**config.mk**
```make
export PLATFORM = sky130hd
export DESIGN_NAME = gpio_evt_ctrl
export DESIGN_NICKNAME = d
export VERILOG_FILES = /design/src/rtl/gpio_evt_pkg.sv /design/src/rtl/gpio_evt_regs.sv /design/src/rtl/gpio_evt_edge.sv /design/src/rtl/gpio_evt_irq.sv /design/src/rtl/gpio_evt_ctrl.sv
export SDC_FILE = /design/constraint.sdc
export NUM_CORES = 1
export LEC_CHECK = 0
export ABC_AREA = 1
export BUFFER_PORTS_ARGS = -buffer_cell sky130_fd_sc_hd__buf_2
export CAP_MARGIN = 30
export CORE_UTILIZATION = 55
export DETAILED_ROUTE_END_ITERATION = 16
export PLACE_DENSITY = 0.79
export SETUP_SLACK_MARGIN = 0.05
export SYNTH_ARGS = -nofsm -noshare
export SYNTH_HDL_FRONTEND = slang
export SYNTH_SLANG_ARGS = --single-unit
export TNS_END_PERCENT = 5
```
**constraint.sdc**
```tcl
create_clock -name clk -period 1.7 [get_ports clk]
set_input_delay 0.085 -clock clk [delete_from_list [all_inputs] [get_ports clk]]
set_output_delay 0.085 -clock clk [all_outputs]
set_load 0.03 [all_outputs]
```
**src/rtl/gpio_evt_pkg.sv**
```systemverilog
package gpio_evt_pkg;

    localparam int NPIN      = 16;
    localparam int PIN_W     = $clog2(NPIN);
    localparam int DW        = 16;
    localparam int AW        = 3;
    localparam int CLKEN_BIT = 5;

    typedef enum logic [AW-1:0] {
        RA_OUT  = 3'd0,
        RA_DIR  = 3'd1,
        RA_PIN  = 3'd2,
        RA_EVT  = 3'd3,
        RA_STAT = 3'd4,
        RA_MASK = 3'd5,
        RA_CTRL = 3'd6
    } reg_addr_e;

    // bit 5 edge polarity, bits 4:1 pin number, bit 0 arm
    typedef struct packed {
        logic             rise;
        logic [PIN_W-1:0] pin;
        logic             en;
    } evt_cfg_t;

    localparam int CFG_W = $bits(evt_cfg_t);

    // bit 1 gpio event, bit 0 keypad
    typedef struct packed {
        logic gpio;
        logic kp;
    } irq_vec_t;

    localparam int IRQ_W = $bits(irq_vec_t);

    function automatic logic [NPIN-1:0] pin_view(
        input logic [NPIN-1:0] dir,
        input logic [NPIN-1:0] drv,
        input logic [NPIN-1:0] pad
    );
        return (dir & pad) | (~dir & drv);
    endfunction

endpackage

```
**src/rtl/gpio_evt_regs.sv**
```systemverilog
module gpio_evt_regs
    import gpio_evt_pkg::*;
(
    input  logic                  clk,
    input  logic                  rst,
    input  logic                  wr_en,
    input  logic [AW-1:0]         addr,
    input  logic [DW-1:0]         wr_data,
    output logic [NPIN-1:0]       out_q,
    output logic [NPIN-1:0]       dir_q,
    output evt_cfg_t              cfg_q,
    output irq_vec_t              mask_q,
    output logic                  clk_en
);

    always_ff @(posedge clk) begin
        if (rst) begin
            out_q  <= '0;
            dir_q  <= '1;
            cfg_q  <= '0;
            mask_q <= '1;
            clk_en <= 1'b0;
        end else if (wr_en) begin
            case (reg_addr_e'(addr))
                RA_OUT:  out_q  <= wr_data[NPIN-1:0];
                RA_DIR:  dir_q  <= wr_data[NPIN-1:0];
                RA_EVT:  cfg_q  <= evt_cfg_t'(wr_data[CFG_W-1:0]);
                RA_MASK: mask_q <= irq_vec_t'(wr_data[IRQ_W-1:0]);
                RA_CTRL: clk_en <= wr_data[CLKEN_BIT];
                default: ;
            endcase
        end
    end

endmodule

```
**src/rtl/gpio_evt_edge.sv**
```systemverilog
module gpio_evt_edge
    import gpio_evt_pkg::*;
(
    input  logic            clk,
    input  logic            rst,
    input  logic [NPIN-1:0] pad,
    input  evt_cfg_t        cfg,
    output logic            hit
);

    logic [NPIN-1:0] lvl_now;
    logic [NPIN-1:0] lvl_old;

    // per-pin two-flop synchroniser plus history, so reselecting never
    // compares two different pins
    for (genvar i = 0; i < NPIN; i++) begin : g_sync
        logic [2:0] sh;
        always_ff @(posedge clk) begin
            if (rst) sh <= '0;
            else     sh <= {sh[1:0], pad[i]};
        end
        assign lvl_now[i] = sh[1];
        assign lvl_old[i] = sh[2];
    end

    logic sel_now, sel_old;
    assign sel_now = lvl_now[cfg.pin];
    assign sel_old = lvl_old[cfg.pin];

    always_comb begin
        if (cfg.rise) hit = cfg.en & sel_now & ~sel_old;
        else          hit = cfg.en & ~sel_now & sel_old;
    end

endmodule

```
**src/rtl/gpio_evt_irq.sv**
```systemverilog
module gpio_evt_irq
    import gpio_evt_pkg::*;
(
    input  logic     clk,
    input  logic     rst,
    input  logic     clk_en,
    input  logic     hit,
    input  logic     kp_req,
    input  logic     rd_stat,
    input  irq_vec_t mask,
    output irq_vec_t stat,
    output logic     irq
);

    always_ff @(posedge clk) begin
        if (rst) begin
            stat <= '0;
        end else begin
            stat.kp   <= kp_req;
            stat.gpio <= (clk_en & hit) | (stat.gpio & ~rd_stat);
        end
    end

    assign irq = |(stat & ~mask);

endmodule

```
**src/rtl/gpio_evt_ctrl.sv**
```systemverilog
module gpio_evt_ctrl
    import gpio_evt_pkg::*;
(
    input  logic            clk,
    input  logic            rst,
    input  logic [AW-1:0]   bus_addr,
    input  logic            bus_wr,
    input  logic            bus_rd,
    input  logic [DW-1:0]   bus_wdata,
    output logic [DW-1:0]   bus_rdata,
    input  logic [NPIN-1:0] pad_in,
    output logic [NPIN-1:0] pad_out,
    output logic [NPIN-1:0] pad_oe,
    input  logic            kp_req,
    output logic            irq
);

    logic [NPIN-1:0] out_q, dir_q, in_q;
    evt_cfg_t        cfg_q;
    irq_vec_t        mask_q, stat_q;
    logic            clk_en, evt_hit, rd_stat;
    logic [DW-1:0]   rd_val;

    gpio_evt_regs u_regs (
        .clk     (clk),
        .rst     (rst),
        .wr_en   (bus_wr),
        .addr    (bus_addr),
        .wr_data (bus_wdata),
        .out_q   (out_q),
        .dir_q   (dir_q),
        .cfg_q   (cfg_q),
        .mask_q  (mask_q),
        .clk_en  (clk_en)
    );

    gpio_evt_edge u_edge (
        .clk (clk),
        .rst (rst),
        .pad (pad_in),
        .cfg (cfg_q),
        .hit (evt_hit)
    );

    assign rd_stat = bus_rd && (bus_addr == RA_STAT);

    gpio_evt_irq u_irq (
        .clk     (clk),
        .rst     (rst),
        .clk_en  (clk_en),
        .hit     (evt_hit),
        .kp_req  (kp_req),
        .rd_stat (rd_stat),
        .mask    (mask_q),
        .stat    (stat_q),
        .irq     (irq)
    );

    always_ff @(posedge clk) begin
        if (rst)         in_q <= '0;
        else if (clk_en) in_q <= pin_view(dir_q, out_q, pad_in);
    end

    always_comb begin
        case (reg_addr_e'(bus_addr))
            RA_OUT:  rd_val = DW'(out_q);
            RA_DIR:  rd_val = DW'(dir_q);
            RA_PIN:  rd_val = DW'(in_q);
            RA_EVT:  rd_val = DW'(cfg_q);
            RA_STAT: rd_val = DW'(stat_q);
            RA_MASK: rd_val = DW'(mask_q);
            RA_CTRL: rd_val = DW'(clk_en) << CLKEN_BIT;
            default: rd_val = '0;
        endcase
    end

    always_ff @(posedge clk) begin
        if (rst)         bus_rdata <= '0;
        else if (bus_rd) bus_rdata <= rd_val;
    end

    assign pad_out = out_q;
    assign pad_oe  = ~dir_q;

endmodule

```
==> metrics.log <==
INFO  metric outcome = finished with violations
INFO  metric violations = design-rule violations
INFO  metric gp_congestion = 0.918
INFO  metric worstSetupStartpoint = bus_addr[2]
INFO  metric share_comb_of_total_power = 8.9%
INFO  metric area_contributors_post_synth = dfxtp_1 50%, inv_1 9.1%, nand2_1 8.1%
INFO  metric critical-path-max-stage-delay = 0.56 ns
INFO  metric nNetsFinal = approximately 800
INFO  metric highest_layer = met4
INFO  metric maxSlewViolCount = 0
INFO  metric vdd_drop_max = 0.000742 V
INFO  metric min_period = ~1.5 ns
INFO  metric routed_via_density = 5.47
INFO  metric pre_cts_ws = about 0.25 ns
INFO  metric net-switching-power = 1930 uW
INFO  metric post_cts_repair_setup_buffers = 0
INFO  metric floorplan.die.width = 96.6 um
INFO  metric hold_violations = 0
INFO  metric critical_path.reg2reg.endpoint = u_irq.stat[1]
INFO  metric fmaxAchievable = 684 MHz
INFO  metric timing.critical_path.slowest_stage_cell = dlygate4sd3_1
INFO  metric p_sw_share = 27.0%
INFO  metric powerDensity = 1130 nW/um^2
INFO  metric portBuffers = about 90
INFO  metric globalRoute.totalOverflow = 0
INFO  metric io_pins = 89
INFO  metric maximum_number_of_pins_on_one_net_before_global_route_repair = 71
INFO  metric path_class = input port to register
INFO  metric dr_wl_met2 = 6600 um
INFO  metric clock_power_share = between 40% and 50%
INFO  metric yosysTopAreaCellShare = 50.0%
INFO  metric post-dp-hpwl = 8440 um
INFO  metric synth.yosys.seq_area_share = around 50%
INFO  metric drt_pre_antenna_iters = 11
INFO  metric unrepaired_setup_endpoints_after_global_routing = false
INFO  metric clock-skew-final = roughly 0.010 ns
INFO  metric clock_tree_from_tritoncts = built
INFO  metric grt_pass1_vias = 4675
INFO  metric worst_hold_path_type = input port to register
INFO  metric critical_path.top_delay_family = buffers and inverters
INFO  metric cts.sinks = between 100 and 150
INFO  metric cp_data_arrival_time = about 1.9 ns
INFO  metric antenna_violations_before_repair = 0
INFO  metric summed_area_of_non_filler_cells_in_the_final_layout = 6340 um^2
INFO  metric post_synth_instance_area = slightly below 5000 um^2
INFO  metric avgSynthCellArea = between 7 and 8 um^2
INFO  metric dieArea = 9340 um^2
INFO  metric synth_cells = between 600 and 700
INFO  metric synth.largest_area_cell = dfxtp_1
INFO  metric grt_usage = 29.5%
INFO  metric route.met3.wl = 1180 um
INFO  metric synth.yosys.warnings = 0
INFO  metric die_height = 96.6 um
INFO  metric route.layer.met1.wl = 5110 um
INFO  metric crit_path_end_kind = register
INFO  metric ff2ff_path_depth = 12
INFO  metric detail_route.wl_per_cell = between 15 and 20 um
INFO  metric cts_made_buffers = 17
INFO  metric dr_total_vias = 4832
INFO  metric clk_pin_slew_worst_setup_hold_paths = approximately 0.060 ns
INFO  metric crit_chain = dlygate4sd3_1 > buf_2 > inv_2 > nand3_1 > inv_2 > nand2_1 > o21ai_0 > o21ai_0 > a21oi_1
INFO  metric detail_route.iter0.violations = 261
INFO  metric area_delta_synth_final = 28.8%
INFO  metric setup_violations = 0
INFO  metric worst-r2r-setup-slack = 0.27 ns
INFO  metric power.total = about 7100 uW
INFO  metric setup_total_negative_slack = 0 ns
INFO  metric route.final.wire_length = 13500 um
INFO  metric int_power = between 5000 and 6000 uW
INFO  metric proportion_of_power_drawn_by_flip_flops_and_latches = 42.6%
INFO  metric remaining_drc_errors = 2
INFO  metric core_area = 8680 um^2
INFO  metric hold_start = rst
INFO  metric antenna_cells_inserted = 0
INFO  metric cell_count_of_the_worst_hold_path = 4
INFO  metric cts.root.buffer_cell = clkbuf_8
INFO  metric setup_slack_of_the_critical_path_after_layout = 0.238 ns
INFO  metric number_of_core_rows = 34
INFO  metric worstSetupStartpointType = input port
INFO  metric post_synthesis_register_bit_count = 123
INFO  metric grt_first_pass_wirelength = 21800 um
INFO  metric min_delay_worst_endpoint = u_regs.dir_q[1]
INFO  metric share_of_cells_above_drive_strength_1 = 19.4%
INFO  metric slew_at_the_pin_closest_to_its_max_slew_limit = 0.701 ns
INFO  metric required = 2.15 ns
INFO  metric ys_types = 22
INFO  metric timing.hold.ws = 0.192 ns
INFO  metric initial_core_util = a little under three fifths
INFO  metric timing.final.crit_share = 86.0%
INFO  metric clk_latency_worst_skew_pair = approximately 0.53 ns
INFO  metric cts_buffer_depth = 2
INFO  metric critPathBufInv = 4
INFO  metric syn-num-nets = between 600 and 700
INFO  metric drv.max_cap_violation_count = 0
INFO  metric max-slew-margin-rel = 53.2%
INFO  metric placed_cell_area = between 5000 and 6000 um^2
INFO  metric cts.htree.levels = 4
INFO  metric worst-path-max-fanout = 16
INFO  metric postRouteAntennaNets = 0
INFO  metric total_leakage_power = 0.00304 uW
INFO  metric worst_r2r_startpoint = u_regs.cfg_q[1]
[area by class of cell]
cell class	instances	area, um^2
fill	650	2330
clock buffer	17	414
clock inverter	15	153
sequential	123	2460
tap	108	135
multi-input combinational	357	1810
timing repair buffer	136	896
inverter	127	477
[flip-flops by register name (all words and copies together), names as in the netlist]
| signal | cells |
|---|---|
| u_regs.out_q | 16 |
| u_regs.mask_q | 2 |
| u_regs.dir_q | 16 |
| u_edge.g_sync.sh | 48 |
| u_regs.cfg_q | 6 |
| bus_rdata | 16 |
| in_q | 16 |
| u_irq.stat | 2 |
| u_regs.clk_en | 1 |
[power groups by stage]
stage          Combinational [uW]  Sequential (uW)  Clock [uW]
2_1_floorplan                 328             3140           0
3_3_place_gp                  540             3100           0
3_5_place_dp                  552             3100           0
4_1_cts                       625             3040        3470
5_1_grt                       694             3050        3610
6_report                      637             3040        3460
[through the flow]
step	utilization, %	cells
finish	73.1	883
global route	73.1	883
CTS	73.1	883
detailed placement	62.1	813
global placement	62.1	813
floorplan	-	640
[routing by layer]
layer	track usage, %	up-vias
met4	17.5	0
li1	-	2299
met2	50.7	272
met5	0	-
met1	32.5	2208
met3	7.95	53
[cell usage after synthesis]
library cell and number:
a21oi_1 59, o21ai_0 47, o221ai_1 5, inv_1 119, nand4_1 3, buf_4 3
nor2_2 3, nand2_2 3, nor2_1 51, inv_2 6, o2111ai_1 1, buf_2 9
dfxtp_1 123, clkinv_1 2, clkbuf_1 16, nand3_1 31, nand2_1 106, o22ai_1 2
a22o_1 1, o221ai_2 8, o211ai_1 37, buf_6 5
[timing repair]
action | in CTS | in global routing
gates resized for setup | 0 | 1
endpoints found under the setup margin | 0 | 3
hold endpoints to repair | 75 | 0
hold buffers | 38 | 0
[cells by family (layout without fill, tap and decap cells)]
| group | Yosys count | count (layout) | synth area share, % |
|---|---|---|---|
| AOI/OAI and AO/OA | 160 | 160 | 20.3 |
| buffers and inverters | 160 | 295 | 13.4 |
| DFF | 123 | 123 | 50.0 |
| and+or+nand+nor | 197 | 197 | 16.3 |
[cell usage in the layout (no fill, tap or decap)]
cell type and n:
dfxtp_1 123, inv_1 119, nand2_1 106, buf_2 88, a21oi_1 59, nor2_1 51
o21ai_0 47, dlygate4sd3_1 38, o211ai_1 37, nand3_1 31, clkbuf_16 16, buf_4 10
o221ai_2 8, inv_2 6, inv_6 6, o221ai_1 5, clkinv_4 4, nor2_2 3
nand4_1 3, nand2_2 2, o22ai_1 2, clkinv_1 2, inv_8 2, a22o_1 1
o2111ai_1 1, nand2_4 1, clkbuf_8 1, clkinv_2 1, bufinv_16 1, clkinvlp_4 1
[worst max path at each step]
stage / to / slack, ns / cells past startpoint
floorplan: in_q[10] / 0.46 / 7
global placement: u_regs.out_q[9] / 0.35 / 7
detailed placement: u_regs.out_q[10] / 0.25 / 7
CTS: u_regs.out_q[11] / 0.15 / 8
global route: bus_rdata[3] / 0.11 / 9
finish: bus_rdata[3] / 0.24 / 9
[worst register-to-register path, cell delays in order, from the launching register on]
cell and delay, ns:
dfxtp_1 0.35, buf_4 0.23, nand2_1 0.10, nand2_1 0.07
nand2_1 0.06, nand3_1 0.07, nand3_1 0.10, nand2_1 0.09
inv_1 0.04, nand2_1 0.04, nand2_1 0.04, nand2_1 0.06
a21oi_1 0.05
(Power assumes the default switching activity.)
